==> config.mk <==
export PLATFORM = sky130hd
export DESIGN_NAME = gpio_setclr_bank
export DESIGN_NICKNAME = d
export VERILOG_FILES = /design/src/rtl/gpio_setclr_pkg.sv /design/src/rtl/gpio_reg_decode.sv /design/src/rtl/gpio_sc_latch.sv /design/src/rtl/gpio_pad_sync.sv /design/src/rtl/gpio_setclr_bank.sv
export SDC_FILE = /design/constraint.sdc
export NUM_CORES = 1
export LEC_CHECK = 0
export BUFFER_PORTS_ARGS = -buffer_cell sky130_fd_sc_hd__buf_2
export CAP_MARGIN = 15
export CELL_PAD_IN_SITES_DETAIL_PLACEMENT = 0
export CELL_PAD_IN_SITES_GLOBAL_PLACEMENT = 1
export CORE_MARGIN = 1
export CORE_UTILIZATION = 45
export CTS_CLUSTER_SIZE = 16
export DETAILED_ROUTE_END_ITERATION = 8
export GPL_ROUTABILITY_DRIVEN = 0
export GPL_TIMING_DRIVEN = 0
export PLACE_DENSITY = 0.83
export SLEW_MARGIN = 20
export SYNTH_ARGS = -nofsm -noshare
export SYNTH_HDL_FRONTEND = slang
export SYNTH_SLANG_ARGS = --single-unit
==> constraint.sdc <==
create_clock -name clk_i -period 2.21 [get_ports clk_i]
set_clock_uncertainty 0.2 [all_clocks]
set_input_delay 0.5525 -clock clk_i [delete_from_list [all_inputs] [get_ports clk_i]]
set_output_delay 0.5525 -clock clk_i [all_outputs]
set_load 0.02 [all_outputs]
==> src/rtl/gpio_setclr_pkg.sv <==
package gpio_setclr_pkg;
  localparam int unsigned ADDR_W  = 8;
  localparam int unsigned DATA_W  = 32;

  localparam logic [ADDR_W-1:0] OFF_OUT_SET = 8'h00;
  localparam logic [ADDR_W-1:0] OFF_OUT_CLR = 8'h10;
  localparam logic [ADDR_W-1:0] OFF_OE_SET  = 8'h20;
  localparam logic [ADDR_W-1:0] OFF_OE_CLR  = 8'h30;
  localparam logic [ADDR_W-1:0] OFF_LEVEL   = 8'h40;

  typedef enum logic [2:0] {
    SEL_NONE,
    SEL_OUT_SET,
    SEL_OUT_CLR,
    SEL_OE_SET,
    SEL_OE_CLR,
    SEL_LEVEL
  } reg_sel_e;
endpackage

==> src/rtl/gpio_reg_decode.sv <==
module gpio_reg_decode
  import gpio_setclr_pkg::*;
#(
  parameter int unsigned AW = ADDR_W
) (
  input  logic          clk_i,
  input  logic          rst_ni,
  input  logic          acc_i,
  input  logic          write_i,
  input  logic [AW-1:0] addr_i,
  output logic          out_set_o,
  output logic          out_clr_o,
  output logic          oe_set_o,
  output logic          oe_clr_o,
  output logic          level_rd_o
);
  localparam int unsigned WIDX_W = AW - 2;

  reg_sel_e sel;
  logic [WIDX_W-1:0] widx;

  assign widx = addr_i[AW-1:2];

  always_comb begin
    sel = SEL_NONE;
    if (widx == OFF_OUT_SET[AW-1:2])      sel = SEL_OUT_SET;
    else if (widx == OFF_OUT_CLR[AW-1:2]) sel = SEL_OUT_CLR;
    else if (widx == OFF_OE_SET[AW-1:2])  sel = SEL_OE_SET;
    else if (widx == OFF_OE_CLR[AW-1:2])  sel = SEL_OE_CLR;
    else if (widx == OFF_LEVEL[AW-1:2])   sel = SEL_LEVEL;
  end

  assign out_set_o  = acc_i &  write_i & (sel == SEL_OUT_SET);
  assign out_clr_o  = acc_i &  write_i & (sel == SEL_OUT_CLR);
  assign oe_set_o   = acc_i &  write_i & (sel == SEL_OE_SET);
  assign oe_clr_o   = acc_i &  write_i & (sel == SEL_OE_CLR);
  assign level_rd_o = acc_i & ~write_i & (sel == SEL_LEVEL);

  AST_ONE_STROBE: assert property (@(posedge clk_i) disable iff (!rst_ni)
    $onehot0({out_set_o, out_clr_o, oe_set_o, oe_clr_o, level_rd_o}))
    else $error("more than one register strobe");
endmodule

==> src/rtl/gpio_sc_latch.sv <==
module gpio_sc_latch #(
  parameter int unsigned       W   = 32,
  parameter logic [W-1:0]      RST = '0
) (
  input  logic         clk_i,
  input  logic         rst_ni,
  input  logic [W-1:0] set_i,
  input  logic [W-1:0] clr_i,
  output logic [W-1:0] q_o
);
  logic [W-1:0] q_q;

  // clear has priority when both masks hit a bit
  always_ff @(posedge clk_i or negedge rst_ni) begin
    if (!rst_ni) q_q <= RST;
    else         q_q <= (q_q | set_i) & ~clr_i;
  end

  assign q_o = q_q;

  AST_SET_TAKES: assert property (@(posedge clk_i) disable iff (!rst_ni)
    |(set_i & ~clr_i) |=> ((q_o & $past(set_i & ~clr_i)) == $past(set_i & ~clr_i)))
    else $error("set bit not applied");

  AST_CLR_TAKES: assert property (@(posedge clk_i) disable iff (!rst_ni)
    |clr_i |=> ((q_o & $past(clr_i)) == '0))
    else $error("clear bit not applied");

  AST_UNTOUCHED_HOLD: assert property (@(posedge clk_i) disable iff (!rst_ni)
    1'b1 |=> (((q_o ^ $past(q_o)) & ~$past(set_i | clr_i)) == '0))
    else $error("unmasked bit changed");
endmodule

==> src/rtl/gpio_pad_sync.sv <==
module gpio_pad_sync #(
  parameter int unsigned N      = 32,
  parameter int unsigned STAGES = 2
) (
  input  logic         clk_i,
  input  logic         rst_ni,
  input  logic [N-1:0] out_i,
  input  logic [N-1:0] oe_i,
  input  logic [N-1:0] ext_i,
  output logic [N-1:0] level_o
);
  logic [N-1:0] pin_lvl;

  for (genvar p = 0; p < N; p++) begin : g_pin
    logic [STAGES-1:0] sync_q;

    // pad model: a driven pin shows its own output
    assign pin_lvl[p] = oe_i[p] ? out_i[p] : ext_i[p];

    always_ff @(posedge clk_i or negedge rst_ni) begin
      if (!rst_ni) sync_q <= '0;
      else         sync_q <= {sync_q[STAGES-2:0], pin_lvl[p]};
    end

    assign level_o[p] = sync_q[STAGES-1];
  end
endmodule

==> src/rtl/gpio_setclr_bank.sv <==
module gpio_setclr_bank
  import gpio_setclr_pkg::*;
#(
  parameter int unsigned N_PINS = DATA_W,
  parameter int unsigned AW     = ADDR_W,
  parameter int unsigned SYNC_N = 2
) (
  input  logic              clk_i,
  input  logic              rst_ni,
  input  logic              req_valid_i,
  output logic              req_ready_o,
  input  logic              req_write_i,
  input  logic [AW-1:0]     req_addr_i,
  input  logic [N_PINS-1:0] req_wdata_i,
  output logic              rsp_valid_o,
  output logic [N_PINS-1:0] rsp_rdata_o,
  input  logic [N_PINS-1:0] pad_i,
  output logic [N_PINS-1:0] pad_o,
  output logic [N_PINS-1:0] pad_oe_o
);
  logic acc;
  logic out_set, out_clr, oe_set, oe_clr, level_rd;
  logic [N_PINS-1:0] level;
  logic rsp_valid_q;
  logic [N_PINS-1:0] rdata_q;

  assign req_ready_o = rst_ni;
  assign acc         = req_valid_i & req_ready_o;

  gpio_reg_decode #(.AW(AW)) u_dec (
    .clk_i     (clk_i),
    .rst_ni    (rst_ni),
    .acc_i     (acc),
    .write_i   (req_write_i),
    .addr_i    (req_addr_i),
    .out_set_o (out_set),
    .out_clr_o (out_clr),
    .oe_set_o  (oe_set),
    .oe_clr_o  (oe_clr),
    .level_rd_o(level_rd)
  );

  gpio_sc_latch #(.W(N_PINS), .RST('0)) u_out (
    .clk_i (clk_i),
    .rst_ni(rst_ni),
    .set_i (out_set ? req_wdata_i : '0),
    .clr_i (out_clr ? req_wdata_i : '0),
    .q_o   (pad_o)
  );

  gpio_sc_latch #(.W(N_PINS), .RST('0)) u_oe (
    .clk_i (clk_i),
    .rst_ni(rst_ni),
    .set_i (oe_set ? req_wdata_i : '0),
    .clr_i (oe_clr ? req_wdata_i : '0),
    .q_o   (pad_oe_o)
  );

  gpio_pad_sync #(.N(N_PINS), .STAGES(SYNC_N)) u_sync (
    .clk_i  (clk_i),
    .rst_ni (rst_ni),
    .out_i  (pad_o),
    .oe_i   (pad_oe_o),
    .ext_i  (pad_i),
    .level_o(level)
  );

  always_ff @(posedge clk_i or negedge rst_ni) begin
    if (!rst_ni) begin
      rsp_valid_q <= 1'b0;
      rdata_q     <= '0;
    end else begin
      rsp_valid_q <= acc & ~req_write_i;
      if (acc & ~req_write_i) rdata_q <= level_rd ? level : '0;
    end
  end

  assign rsp_valid_o = rsp_valid_q;
  assign rsp_rdata_o = rdata_q;

  AST_RSP_ON_READ: assert property (@(posedge clk_i) disable iff (!rst_ni)
    (req_valid_i && !req_write_i) |=> rsp_valid_o)
    else $error("no response after read");

  AST_NO_RSP_ON_WRITE: assert property (@(posedge clk_i) disable iff (!rst_ni)
    (req_valid_i && req_write_i) |=> !rsp_valid_o)
    else $error("response after write");

  AST_RSP_ONLY_AFTER_READ: assert property (@(posedge clk_i) disable iff (!rst_ni)
    rsp_valid_o |-> $past(req_valid_i && !req_write_i))
    else $error("spurious response");
endmodule

== Word level (Yosys, flattened, before mapping) ==
Cells that the tools add are included.
Storage, ports and cells
  bits in registers: 161
  input port bits: 76
  output and inout bits: 98
  word-level logic and storage cells: 103
Operators by class
  eq/ne operators: 9
  muxes and demuxes: 42
  bitwise gates (word level): 15
  reduce and logical (&&, ||, !) cells: 1
Operators by type and width (count)
  two-way mux 32 bit: 5
  AND 32 bit: 2
  inverter 32 bit: 2
  bitwise OR 32 bit: 2
  two-way mux 1 bit: 32
  two-way mux 3 bit: 5
  == test 6 x 4 -> 1 bit, second input constant: 2
  AND 1 bit: 8
  == test 3 x 2 -> 1 bit, second input constant: 2
  == test 3 bit, second input constant: 2
  == test 6 x 3 -> 1 bit, second input constant: 1
  == test 6 x 5 -> 1 bit, second input constant: 1
  logical NOT 6 bit: 1
  == test 3 x 1 -> 1 bit, second input constant: 1
  inverter 1 bit: 1

== Longest topological paths before layout ==
  word-level depth: 11
  depth in mapped cells: 5
  depth with buffers taken out: 3

== Hierarchy ==
From an unflattened synthesis, not the netlist that was laid out.
Unflattened totals
  cells, all modules: 544
  area total of the unflattened synthesis: 6982.9 sq um
By module, submodules not included
  gpio_setclr_bank: times used 1, cells an instance 279, area an instance 2339.7 sq um, seq. area each 825.8 sq um
  gpio_pad_sync: times used 1, cells an instance 128, area an instance 2322.2 sq um, seq. area each 1601.5 sq um
  gpio_sc_latch: times used 2, cells an instance 64, area an instance 1121.1 sq um, seq. area each 800.8 sq um
  gpio_reg_decode: times used 1, cells an instance 9, area an instance 78.8 sq um, seq. area each 0.0 sq um

== Worst setup path before layout ==
OpenSTA, ideal clock, no wires.
  kind: in2reg
  from: input req_addr_i[6]
  to: register u_oe.q_q[20] (netlist: u_oe.q_o[20])
  setup time: 0.137 ns
  data arrival time: 1.309 ns
  data required time: 1.873 ns
  path slack: 0.565 ns
  stages on the path: 5
  buffers on the path: 2
  cell sequence: and4b_1 buf_6 buf_8 nand4_1 mux2i_1
Between the ends
  longest elaborated chain between the ends: 11
  elaborated cells on any way between the ends: 19
  those cells by class: 6 x eq/ne; 7 x mux; 5 x bitwise; 1 x reduce/logical
RTL lines
  start, declared: RTL line gpio_setclr_bank.sv:13  | input logic [AW-1:0] req_addr_i,
  == test 6 x 5 -> 1 bit: RTL line gpio_reg_decode.sv:30  | else if (widx == OFF_LEVEL[AW-1:2]) sel = SEL_LEVEL;
  two-way mux 3 bit: RTL line gpio_reg_decode.sv:30
  two-way mux 3 bit: RTL line gpio_reg_decode.sv:29  | else if (widx == OFF_OE_CLR[AW-1:2]) sel = SEL_OE_CLR;
  two-way mux 3 bit: RTL line gpio_reg_decode.sv:28  | else if (widx == OFF_OE_SET[AW-1:2]) sel = SEL_OE_SET;
  two-way mux 3 bit: RTL line gpio_reg_decode.sv:27  | else if (widx == OFF_OUT_CLR[AW-1:2]) sel = SEL_OUT_CLR;
  two-way mux 3 bit (*): RTL line gpio_reg_decode.sv:26  | if (widx == OFF_OUT_SET[AW-1:2]) sel = SEL_OUT_SET;
  == test 3 x 2 -> 1 bit or == test 3 bit (tied branches): RTL line gpio_reg_decode.sv:35, gpio_reg_decode.sv:36
  AND 1 bit, on equally long branches: RTL line gpio_reg_decode.sv:35, gpio_reg_decode.sv:36
  two-way mux 32 bit, on equally long branches: RTL line gpio_setclr_bank.sv:54, gpio_setclr_bank.sv:55
  bitwise OR 32 bit or inverter 32 bit (tied branches): RTL line gpio_sc_latch.sv:16  | else q_q <= (q_q | set_i) & ~clr_i;
  AND 32 bit (*): RTL line gpio_sc_latch.sv:16
  end signal, assigned: RTL line gpio_sc_latch.sv:16
  end, declared: RTL line gpio_sc_latch.sv:11  | logic [W-1:0] q_q;
Every way passes the cells marked *; elsewhere a longest branch is shown, timed or not.
A chain may end at the register's enable or synchronous reset.

== Final worst setup path ==
  from: input rst_ni
  to: output req_ready_o
RTL lines
  start, declared: RTL line gpio_setclr_bank.sv:9  | input logic rst_ni,
  end, declared: RTL line gpio_setclr_bank.sv:11  | output logic req_ready_o,
No word-level cell between the ends.

==> reports/results.tsv <==
metric	value	unit
status	complete, but fails checks	
failing checks	hold timing	
area delta synth->final	26.5	%
Detail Placement HPWL	10.9	mm
Syn Inst Count	493	
Worst setup EP type	output port	
type of the worst min-delay path	input pin to asynchronous set/reset pin	
antenna violation net count after detailed routing	0	
Placed Area	7690	um^2
drt drc	0	
Crit Path Max Fanout	65	
Final setup viols	0	
Syn Std Cell Area	6570	um^2
syn nets	569	
H-tree Lvls	4	
Hold Violations, Final	61	
layout cells sized above 1	0.423	
cell area after layout	8310	um^2
Syn Area/Cell	13.3	um^2
# IOs	174	
final worst path period need	2030	ps
post-synthesis register bit count	161	
max-cap violations	0	
Core Footprint	14000	um^2
Critical R2R Launch	u_oe.q_o[18]	
pre-CTS setup slack	-97.4	ps
# resized after CTS	0	
clk sink count	161	
row count	43	
Worst Path Required	1460	ps
Num CTS Buffers	17	
total vias in the final route	4429	
Pleak	4.35	nW
WP data arrival	1270	ps
grt total ovfl	0	
Chip Width	123	um
period utilisation layout	0.917	
port bufs	171	
leading cell types in the layout, fill and taps excluded	buf_2, dfrtp_1, inv_1, mux2i_1	
Clock Tree Buf Depth	2	
latest clock arrival within the worst-skew pair	420	ps
initial antenna violation count	0	
largest net degree at the start of global routing	101	
first-pass GRT wire length	24.8	mm
Max Clk Rate	494	MHz
initial DRC count	274	
First-pass DRT Iterations	4	
number of global-route vias before repair	4575	
CTS tree	done	
Worst-Margin Slew	556	ps
relative slew slack	0.629	
Post-CTS Setup Inserts	0	
CTS clk-pin slew, worst paths	70	ps
final wirelength	15.8	mm
Syn. warnings	0	
Worst Setup Start Kind	input pin	
via density per instance	5.05	
final hold slack	-140	ps
most common library cell in the layout ignoring fill and taps	buf_2	
Wirelength per Cell	18.0	um
worst setup margin	184	ps
Power Density	819	nW/um^2
FILL cells	1169	
diode count	0	
Initial Utilization	0.468	
final net count	760	
synth unique cells	19	
Max VDD drop	0.472	mV
GRT Overall Usage	0.223	
RSZ-0062 raised after global routing	no	
proportion of synthesized chip area in sequential cells	0.613	
Root Buffer	clkbuf_16	
die area	15100	um^2
Setup crit start	rst_ni	
Final Max Tran Viols	0	
kind of critical path	input pin to output port	
die height	123	um
## critical path, stage by stage
cell and delay, ps:
buf_8 370, buf_4 190, buf_2 150
## cells by family after synthesis
kind of cell | synth area share
buffers and inverters | 0.0789
multiplexers | 0.152
AO/OA/AOI/OAI | 0.0427
flip-flops | 0.613
AND/OR/NAND/NOR | 0.113
## sequential cells by signal, summed over array words and instances, names as in the netlist
register / flops
u_sync.g_pin.sync_q: 64
rsp_rdata_o: 32
u_oe.q_o: 32
u_out.q_o: 32
rsp_valid_o: 1
## cell type report
cell class | count | area (um^2) | share of cell area
Inverter | 65 | 244 | 0.0294
Multi-Input combinational cell | 228 | 2020 | 0.243
Tap cell | 180 | 225 | 0.0271
Clock inverter | 13 | 178 | 0.0214
Sequential cell | 161 | 4030 | 0.485
Timing Repair Buffer | 172 | 893 | 0.108
Clock buffer | 19 | 443 | 0.0533
Buffer | 39 | 274 | 0.0330
## through the flow
step                total power, mW  hold WS (ps)  cells   util  setup TNS [ps]
floorplan                      3.49          56.9    493      -               0
global placement               3.77           133    844  0.545         -560130
detailed placement             3.80           135    845  0.547           -4600
CTS                            6.85          -117    877  0.592               0
global route                   7.05          -104    877  0.592               0
finish                         6.80          -140    877  0.592               0
## final timing paths
kind | to | slack (ps) | cells after the start
max in group asynchronous | u_sync.g_pin[13].sync_q[1] | 1090 | 2
max | req_ready_o | 180 | 3
min reg2reg | u_sync.g_pin[13].sync_q[1] | 150 | 0
min in group clk_i | u_sync.g_pin[13].sync_q[1] | 150 | 0
max reg2reg | u_sync.g_pin[18].sync_q[0] | 1100 | 1
min | rsp_valid_o | -140 | 1
## where the power goes
part / internal [mW] / switching (mW)
Sequential: 3.09 / 0.0855
Combinational: 0.217 / 0.344
Clock: 1.83 / 1.23
## cell usage after synthesis, drive strengths merged
library cell  count  area [um^2]
dfrtp           161         4030
inv              65          244
mux2i            64          641
a31o             32          280
and2             32          200
mux2             32          360
nand4            32          219
nand4b           32          280
buf              25          221
clkbuf           14         52.6
and4b             1         10.0
and4bb            1         12.5
nand3b            1         7.51
nor3              1         10.0
## layer usage
layer	GRT usage	vias up	routed length (um)
met5	0	-	0
met4	0.0892	0	212
met1	0.317	2223	7190
met2	0.342	110	7690
li1	-	2079	-
met3	0.0376	17	709
(Power assumes the default switching activity.)
